File: config.mk
export PLATFORM = sky130hd
export DESIGN_NAME = agg_tag_merge
export DESIGN_NICKNAME = d
export VERILOG_FILES = /design/src/rtl/agg_pkg.sv /design/src/rtl/agg_pair_match.sv /design/src/rtl/agg_low_one.sv /design/src/rtl/agg_tag_merge.sv
export SDC_FILE = /design/constraint.sdc
export NUM_CORES = 1
export LEC_CHECK = 0
export BUFFER_PORTS_ARGS = -buffer_cell sky130_fd_sc_hd__buf_4
export CAP_MARGIN = 10
export CORE_MARGIN = 2
export CORE_UTILIZATION = 53
export DETAILED_ROUTE_END_ITERATION = 10
export PLACE_DENSITY = 0.81
export SLEW_MARGIN = 0
export SYNTH_ARGS = -nofsm -noshare
export SYNTH_HDL_FRONTEND = slang
export SYNTH_SLANG_ARGS = --single-unit
File: constraint.sdc
create_clock -name clk -period 3.4 [get_ports clk]
set_input_delay 0.68 -clock clk [delete_from_list [all_inputs] [get_ports clk]]
set_output_delay 0.68 -clock clk [all_outputs]
set_load 0.02 [all_outputs]
File: src/rtl/agg_pkg.sv
package agg_pkg;
    typedef enum logic [2:0] {
        AG_IDLE,
        AG_SCAN,
        AG_COPY,
        AG_WLOW,
        AG_WHIGH,
        AG_FIN,
        AG_DONE
    } agg_state_e;
endpackage

File: src/rtl/agg_pair_match.sv
module agg_pair_match #(
    parameter int TAG_W  = 10,
    parameter int TERN_W = 3,
    parameter int PID_W  = 3
) (
    input  logic [TAG_W-1:0]  a_tag,
    input  logic [TERN_W-1:0] a_dc,
    input  logic [PID_W-1:0]  a_pid,
    input  logic              a_priv,
    input  logic              b_valid,
    input  logic [TAG_W-1:0]  b_tag,
    input  logic [TERN_W-1:0] b_dc,
    input  logic [PID_W-1:0]  b_pid,
    input  logic              b_priv,
    output logic              hit,
    output logic              a_low,
    output logic [TERN_W-1:0] wide_dc,
    output logic [TAG_W-1:0]  step_bit
);
    logic [TERN_W:0]  step_w;
    logic [TAG_W-1:0] dc_ext;
    logic [TAG_W-1:0] diff;

    always_comb begin
        // wildcards form a run from bit 0, so +1 lands on the lowest definite bit
        step_w              = {1'b0, a_dc} + 1'b1;
        step_bit            = '0;
        step_bit[TERN_W:0]  = step_w;
        dc_ext              = '0;
        dc_ext[TERN_W-1:0]  = a_dc;
        diff                = (a_tag ^ b_tag) & ~dc_ext;
        hit      = b_valid && (a_pid == b_pid) && (a_priv == b_priv) &&
                   (a_dc == b_dc) && !(&a_dc) && (diff == step_bit);
        a_low    = (a_tag & step_bit) == '0;
        wide_dc  = a_dc | step_w[TERN_W-1:0];
    end
endmodule

File: src/rtl/agg_low_one.sv
module agg_low_one #(
    parameter int W  = 8,
    parameter int IW = 3
) (
    input  logic [W-1:0]  vec,
    output logic          found,
    output logic [IW-1:0] pos
);
    always_comb begin
        found = 1'b0;
        pos   = '0;
        for (int i = W - 1; i >= 0; i--) begin
            if (vec[i]) begin
                found = 1'b1;
                pos   = IW'(i);
            end
        end
    end
endmodule

File: src/rtl/agg_tag_merge.sv
module agg_tag_merge
    import agg_pkg::*;
#(
    parameter int N_ENTRIES = 8,
    parameter int TAG_W     = 10,
    parameter int TERN_W    = 3,
    parameter int PID_W     = 3,
    localparam int IDX_W    = $clog2(N_ENTRIES),
    localparam int SLOTS    = 1 << TERN_W
) (
    input  logic              clk,
    input  logic              rst_n,
    input  logic              start,
    input  logic [IDX_W-1:0]  new_idx,
    input  logic [TAG_W-1:0]  new_tag,
    input  logic [PID_W-1:0]  new_pid,
    input  logic              new_priv,
    output logic              busy,
    output logic              done,
    output logic [IDX_W-1:0]  rd_idx,
    input  logic              rd_valid,
    input  logic              rd_priv,
    input  logic [PID_W-1:0]  rd_pid,
    input  logic [TAG_W-1:0]  rd_tag,
    input  logic [TERN_W-1:0] rd_dc,
    input  logic [SLOTS-1:0]  rd_mask,
    output logic              wr_en,
    output logic [IDX_W-1:0]  wr_idx,
    output logic              wr_valid,
    output logic              wr_priv,
    output logic [PID_W-1:0]  wr_pid,
    output logic [TAG_W-1:0]  wr_tag,
    output logic [TERN_W-1:0] wr_dc,
    output logic [SLOTS-1:0]  wr_mask,
    output logic              cp_en,
    output logic [IDX_W-1:0]  cp_src_idx,
    output logic [TERN_W-1:0] cp_src_slot,
    output logic [IDX_W-1:0]  cp_dst_idx,
    output logic [TERN_W-1:0] cp_dst_slot
);
    typedef struct packed {
        logic [TAG_W-1:0]  tag;
        logic [TERN_W-1:0] dc;
        logic [PID_W-1:0]  pid;
        logic              priv;
        logic [SLOTS-1:0]  mask;
        logic [IDX_W-1:0]  idx;
        logic              is_new;
    } cur_t;

    typedef struct packed {
        agg_state_e       state;
        cur_t             cur;
        logic [IDX_W-1:0] j;
        logic [IDX_W-1:0] hidx;
        logic [SLOTS-1:0] hmask;
        logic             hres;
    } regs_t;

    regs_t q, d;

    logic              hit, a_low;
    logic [TERN_W-1:0] wide_dc;
    logic [TAG_W-1:0]  step_bit;
    logic              hs_found, lz_found;
    logic [TERN_W-1:0] hs_pos, lz_pos;

    agg_pair_match #(.TAG_W(TAG_W), .TERN_W(TERN_W), .PID_W(PID_W)) i_match (
        .a_tag(q.cur.tag), .a_dc(q.cur.dc), .a_pid(q.cur.pid), .a_priv(q.cur.priv),
        .b_valid(rd_valid), .b_tag(rd_tag), .b_dc(rd_dc), .b_pid(rd_pid),
        .b_priv(rd_priv), .hit(hit), .a_low(a_low), .wide_dc(wide_dc),
        .step_bit(step_bit)
    );

    agg_low_one #(.W(SLOTS), .IW(TERN_W)) i_src_pick (
        .vec(q.hmask), .found(hs_found), .pos(hs_pos)
    );

    agg_low_one #(.W(SLOTS), .IW(TERN_W)) i_dst_pick (
        .vec(~q.cur.mask), .found(lz_found), .pos(lz_pos)
    );

    always_comb begin
        d           = q;
        rd_idx      = q.j;
        wr_en       = 1'b0;
        wr_idx      = q.cur.idx;
        wr_valid    = 1'b0;
        wr_priv     = q.cur.priv;
        wr_pid      = q.cur.pid;
        wr_tag      = q.cur.tag;
        wr_dc       = q.cur.dc;
        wr_mask     = q.cur.mask;
        cp_en       = 1'b0;
        cp_src_idx  = q.hidx;
        cp_src_slot = hs_pos;
        cp_dst_idx  = q.cur.idx;
        cp_dst_slot = lz_pos;
        busy        = (q.state != AG_IDLE) && (q.state != AG_DONE);
        done        = (q.state == AG_DONE);

        unique case (q.state)
            AG_IDLE: begin
                if (start) begin
                    d.cur.tag    = new_tag;
                    d.cur.dc     = '0;
                    d.cur.pid    = new_pid;
                    d.cur.priv   = new_priv;
                    d.cur.mask   = SLOTS'(1);
                    d.cur.idx    = new_idx;
                    d.cur.is_new = 1'b1;
                    d.j          = '0;
                    d.state      = AG_SCAN;
                end
            end
            AG_SCAN: begin
                if ((q.j != q.cur.idx) && hit) begin
                    if (a_low) begin
                        d.cur.tag = q.cur.tag & ~step_bit;
                        d.hidx    = q.j;
                        d.hmask   = rd_mask;
                        d.hres    = 1'b1;
                    end else begin
                        d.cur.tag    = rd_tag & ~step_bit;
                        d.cur.pid    = rd_pid;
                        d.cur.priv   = rd_priv;
                        d.cur.mask   = rd_mask;
                        d.cur.idx    = q.j;
                        d.cur.is_new = 1'b0;
                        d.hidx       = q.cur.idx;
                        d.hmask      = q.cur.mask;
                        d.hres       = !q.cur.is_new;
                    end
                    d.cur.dc = wide_dc;
                    d.state  = AG_COPY;
                end else if (q.j == IDX_W'(N_ENTRIES - 1)) begin
                    d.state = AG_FIN;
                end else begin
                    d.j = q.j + 1'b1;
                end
            end
            AG_COPY: begin
                if (hs_found) begin
                    cp_en                = 1'b1;
                    d.hmask[hs_pos]      = 1'b0;
                    d.cur.mask[lz_pos]   = 1'b1;
                end else begin
                    d.state = AG_WLOW;
                end
            end
            AG_WLOW: begin
                wr_en        = 1'b1;
                wr_valid     = 1'b1;
                d.cur.is_new = 1'b0;
                d.j          = '0;
                if (q.hres)          d.state = AG_WHIGH;
                else if (&q.cur.dc)  d.state = AG_DONE;
                else                 d.state = AG_SCAN;
            end
            AG_WHIGH: begin
                wr_en    = 1'b1;
                wr_idx   = q.hidx;
                wr_mask  = '0;
                wr_tag   = '0;
                wr_dc    = '0;
                d.state  = (&q.cur.dc) ? AG_DONE : AG_SCAN;
            end
            AG_FIN: begin
                wr_en    = q.cur.is_new;
                wr_valid = 1'b1;
                d.state  = AG_DONE;
            end
            AG_DONE: d.state = AG_IDLE;
            default: d.state = AG_IDLE;
        endcase
    end

    always_ff @(posedge clk or negedge rst_n) begin
        if (!rst_n) begin
            q       <= '0;
            q.state <= AG_IDLE;
        end else begin
            q <= d;
        end
    end

    assert_idle_quiet_R1: assert property (@(posedge clk) disable iff (!rst_n)
        !busy |-> (!wr_en && !cp_en));
    assert_wide_run_R3: assert property (@(posedge clk) disable iff (!rst_n)
        (wr_en && wr_valid) |-> ((wr_dc & (wr_dc + TERN_W'(1))) == '0));
    assert_room_left_R4: assert property (@(posedge clk) disable iff (!rst_n)
        cp_en |-> (lz_found && (cp_src_idx != cp_dst_idx)));
    assert_freed_empty_R5: assert property (@(posedge clk) disable iff (!rst_n)
        (wr_en && !wr_valid) |-> (wr_mask == '0));
    assert_done_pulse_R8: assert property (@(posedge clk) disable iff (!rst_n)
        done |=> !done);
    assert_busy_hold_R8: assert property (@(posedge clk) disable iff (!rst_n)
        busy |=> (busy || done));
endmodule

==> run metrics <==
standard cell with the maximum stage delay on the critical path=sky130_fd_sc_hd__dfrtp_1; unrepaired setup endpoints after global routing=false; most utilized layer in the global route result=met2; # Max-Cap Violations=0; Final Instance Area=approximately 4000 sq um; Detailed Routing Iterations Pass 1=5; chip width=slightly above 80 microns; share of layout cells above drive strength 1=between 20% and 30%; total length of routed wires=9100 microns; CTS-repair resized insts=0; run status=finished, final reports clean; Yosys Warn Count=0; Initial Utilization=between 50% and 60%; most used cell, CP=sky130_fd_sc_hd__buf_4; period utilization=just under 90%; num rows=28; share of async-settable or async-resettable flops after synthesis=between 90% and 100%; total number of vias=~3200; Nets=520; number of fill cells=around 500; required arrival time at the worst endpoint=2720 ps; Final Hold Fails=0; Leak Pwr=2.04 nW; endpoints failing setup=0; total number of clock tree sinks=between 40 and 50; Avg Cell Area, Syn=about 8.5 sq um; final total negative setup slack=0 ps; Critical Path Fanout Max=12; synthesized instance count=roughly 390; overall die height=83.1 microns; Max-Slew Margin vs Limit=51.8%; Setup CP Type=flop to output pin; element type at the critical path start=flop; stage delay of the slowest cell on the critical path=510 ps; Syn Std Cell Area=3310 sq um; count of buffers added by post-CTS timing repair for setup=0; area of the core=approximately 6000 sq um; drt first-iter violations=around 200; number of buffer cells added on primary ports=slightly above 90; Congestion Overflow GR=0; sequential area share after synthesis=between 30% and 40%; data arrival time of the critical path=2310 ps; count of final max-slew check failures=0; most frequent cells in the layout=sky130_fd_sc_hd__buf_4, sky130_fd_sc_hd__nand2_1, sky130_fd_sc_hd__dfrtp_1; Die ar.=6900 sq um; Detailed Place HPWL=between 6000 and 7000 microns; remaining antenna violation count after routing=0; Clock transition at path regs=roughly 100 ps; placed inst area=about 4000 sq um; number of flip-flops and latches in the synthesized netlist=47; number of clock buffers inserted by TritonCTS=5; largest net degree at the start of global routing=48; vias in the first global route=3014; Post-synth EDFFs=0; post-route core utilization=about two thirds; routability-driven placement congestion ratio=about 0.91; Area Overhead vs Synth=24.0%; M2 GR Usage=between 40 and 50%; M3 GR Usage=~4.4%; power per cell area=between 800 and 900 nW/um^2; crit-path cells=inv_1 > nand2_1 > nor2_2 > buf_4 > mux2_2 > buf_4; post-route minimum period=around 3000 ps; Crit. End Element=output pin; CTS tree=built; n_diodes=0; WL per Instance=between 15 and 20 microns; root cell of the clock tree=sky130_fd_sc_hd__clkbuf_8; synthesized net count=between 400 and 500; most common cell after layout, fill and taps aside=sky130_fd_sc_hd__buf_4; final clock skew=around 12 ps; H-tree depth=2; predominant post-synthesis flop cell=sky130_fd_sc_hd__dfrtp_1; Hold/Removal Path Class=input pin to async pin; Via-to-Cell Ratio=5.85; IR Drop Worst-Case VDD=between 0.4 and 0.5 mV; wire length of the first global-routing pass=14800 microns; antenna violations before repair=0; count of cell types in the netlist=56; insertion delay to the later sink of the worst-skew pair=approximately 310 ps; slew at the pin closest to its max-slew limit=roughly 720 ps; GRT Overall Usage=approximately a quarter; DRC viols=0; Max clock buf depth=2; Max Clk Rate=~330 MHz; number of buffers inserted by hold repair at cts=0; Ports=between 90 and 100; GR Util met1=about a third
## critical path, delay by kind of cell (launching register included)
kind | cells | cell delay [ps]
buffers and inverters | 3 | 610
and+or+nand+nor | 2 | 530
DFF | 1 | 510
muxes | 1 | 350
## registers in the layout, summed over array words and instances, names as in the netlist
register and count:
cp_dst_idx 3, wr_priv 1, wr_pid 3, rd_idx 3
q 34, cp_src_idx 3
## per-stage QoR
stage          hold WS (ps)  instances  total power [mW]  worst slack (ps)
2_1_floorplan           384        388              2.49               898
3_5_place_dp            473        536              3.19               420
5_1_grt                 433        544              3.85               273
4_1_cts                 404        544              3.61               449
3_3_place_gp            473        536              3.14               510
6_report                372        544              3.62               412
## cell families after synthesis
kind of cell | Yosys count | synth area share, %
xor gates and xnor gates | 21 | 5.55
buffers and inverters | 48 | 7.86
muxes | 26 | 9.18
adders and majority gates | 6 | 2.27
and+or+nand+nor | 156 | 22.6
DFF | 47 | 35.5
AOI/OAI and AO/OA | 84 | 17.0
## cells in the mapped netlist (2+ instances only)
cell type / number / area share, %
sky130_fd_sc_hd__a21oi_1: 19 / 2.9
sky130_fd_sc_hd__a31oi_1: 3 / 0.57
sky130_fd_sc_hd__nor4_1: 6 / 1.1
sky130_fd_sc_hd__nand2_1: 59 / 6.7
sky130_fd_sc_hd__nor4_2: 2 / 0.76
sky130_fd_sc_hd__xor2_1: 13 / 3.4
sky130_fd_sc_hd__xnor2_1: 8 / 2.1
sky130_fd_sc_hd__a221oi_1: 2 / 0.53
sky130_fd_sc_hd__nand2b_1: 3 / 0.57
sky130_fd_sc_hd__o31ai_1: 2 / 0.45
sky130_fd_sc_hd__dfrtp_1: 47 / 36
sky130_fd_sc_hd__o21ai_1: 6 / 0.91
sky130_fd_sc_hd__or3_1: 3 / 0.57
sky130_fd_sc_hd__mux2_4: 6 / 2.7
sky130_fd_sc_hd__o32a_1: 2 / 0.60
sky130_fd_sc_hd__buf_6: 2 / 0.68
sky130_fd_sc_hd__ha_1: 6 / 2.3
sky130_fd_sc_hd__mux2i_1: 9 / 2.7
sky130_fd_sc_hd__buf_2: 3 / 0.45
sky130_fd_sc_hd__a22oi_1: 5 / 1.1
sky130_fd_sc_hd__a22o_1: 3 / 0.79
sky130_fd_sc_hd__clkbuf_1: 11 / 1.2
sky130_fd_sc_hd__and3_1: 8 / 1.5
sky130_fd_sc_hd__a211oi_1: 5 / 1.1
sky130_fd_sc_hd__o22a_1: 2 / 0.53
sky130_fd_sc_hd__o22ai_1: 3 / 0.57
sky130_fd_sc_hd__or4_1: 3 / 0.68
sky130_fd_sc_hd__o2bb2ai_1: 3 / 0.79
sky130_fd_sc_hd__mux2_2: 11 / 3.7
sky130_fd_sc_hd__nand3_1: 8 / 1.2
sky130_fd_sc_hd__inv_1: 19 / 2.2
sky130_fd_sc_hd__nor2_1: 37 / 4.2
sky130_fd_sc_hd__nor3_1: 6 / 0.91
sky130_fd_sc_hd__nor2b_1: 14 / 2.6
sky130_fd_sc_hd__nand4_1: 4 / 0.76
sky130_fd_sc_hd__o21ai_0: 14 / 2.1
sky130_fd_sc_hd__buf_4: 12 / 2.7
## where the power goes
part	switching (mW)	internal, mW
logic	1.23	0.966
clock network	0.205	0.222
registers	0.247	0.749
## routing by layer
layer	part of all wire [%]	vias to the layer above
li1	-	1511
met1	43	1515
met2	49	141
met3	6.4	18
met4	1.6	0
met5	0	-
## path summary, 6_finish.rpt
kind | startpoint | end | slack, ps | cells past startpoint
max | q[45]$_DFFE_PN0P_ | wr_idx[2] | 410 | 6
min | rst_n | q[45]$_DFFE_PN0P_ | 370 | 1
max reg2reg | q[32]$_DFFE_PN0P_ | q[3]$_DFFE_PN0P_ | 600 | 9
max in group asynchronous | rst_n | q[20]$_DFFE_PN0P_ | 2580 | 1
min in group clk | q[15]$_DFFE_PN0P_ | q[0]$_DFFE_PN0N_ | 490 | 1
min reg2reg | q[15]$_DFFE_PN0P_ | q[0]$_DFFE_PN0N_ | 490 | 1
## area by class of cell
class / instances / area [sq um] / share of cell area, %
clock inverter: 3 / 46.3 / 1.13
clock buffer: 5 / 68.8 / 1.68
tap: 75 / 93.8 / 2.29
inverter: 19 / 71.3 / 1.74
multi-input combinational: 293 / 1880 / 45.9
timing repair buffer: 102 / 766 / 18.7
sequential: 47 / 1180 / 28.6
(Power assumes the default switching activity.)
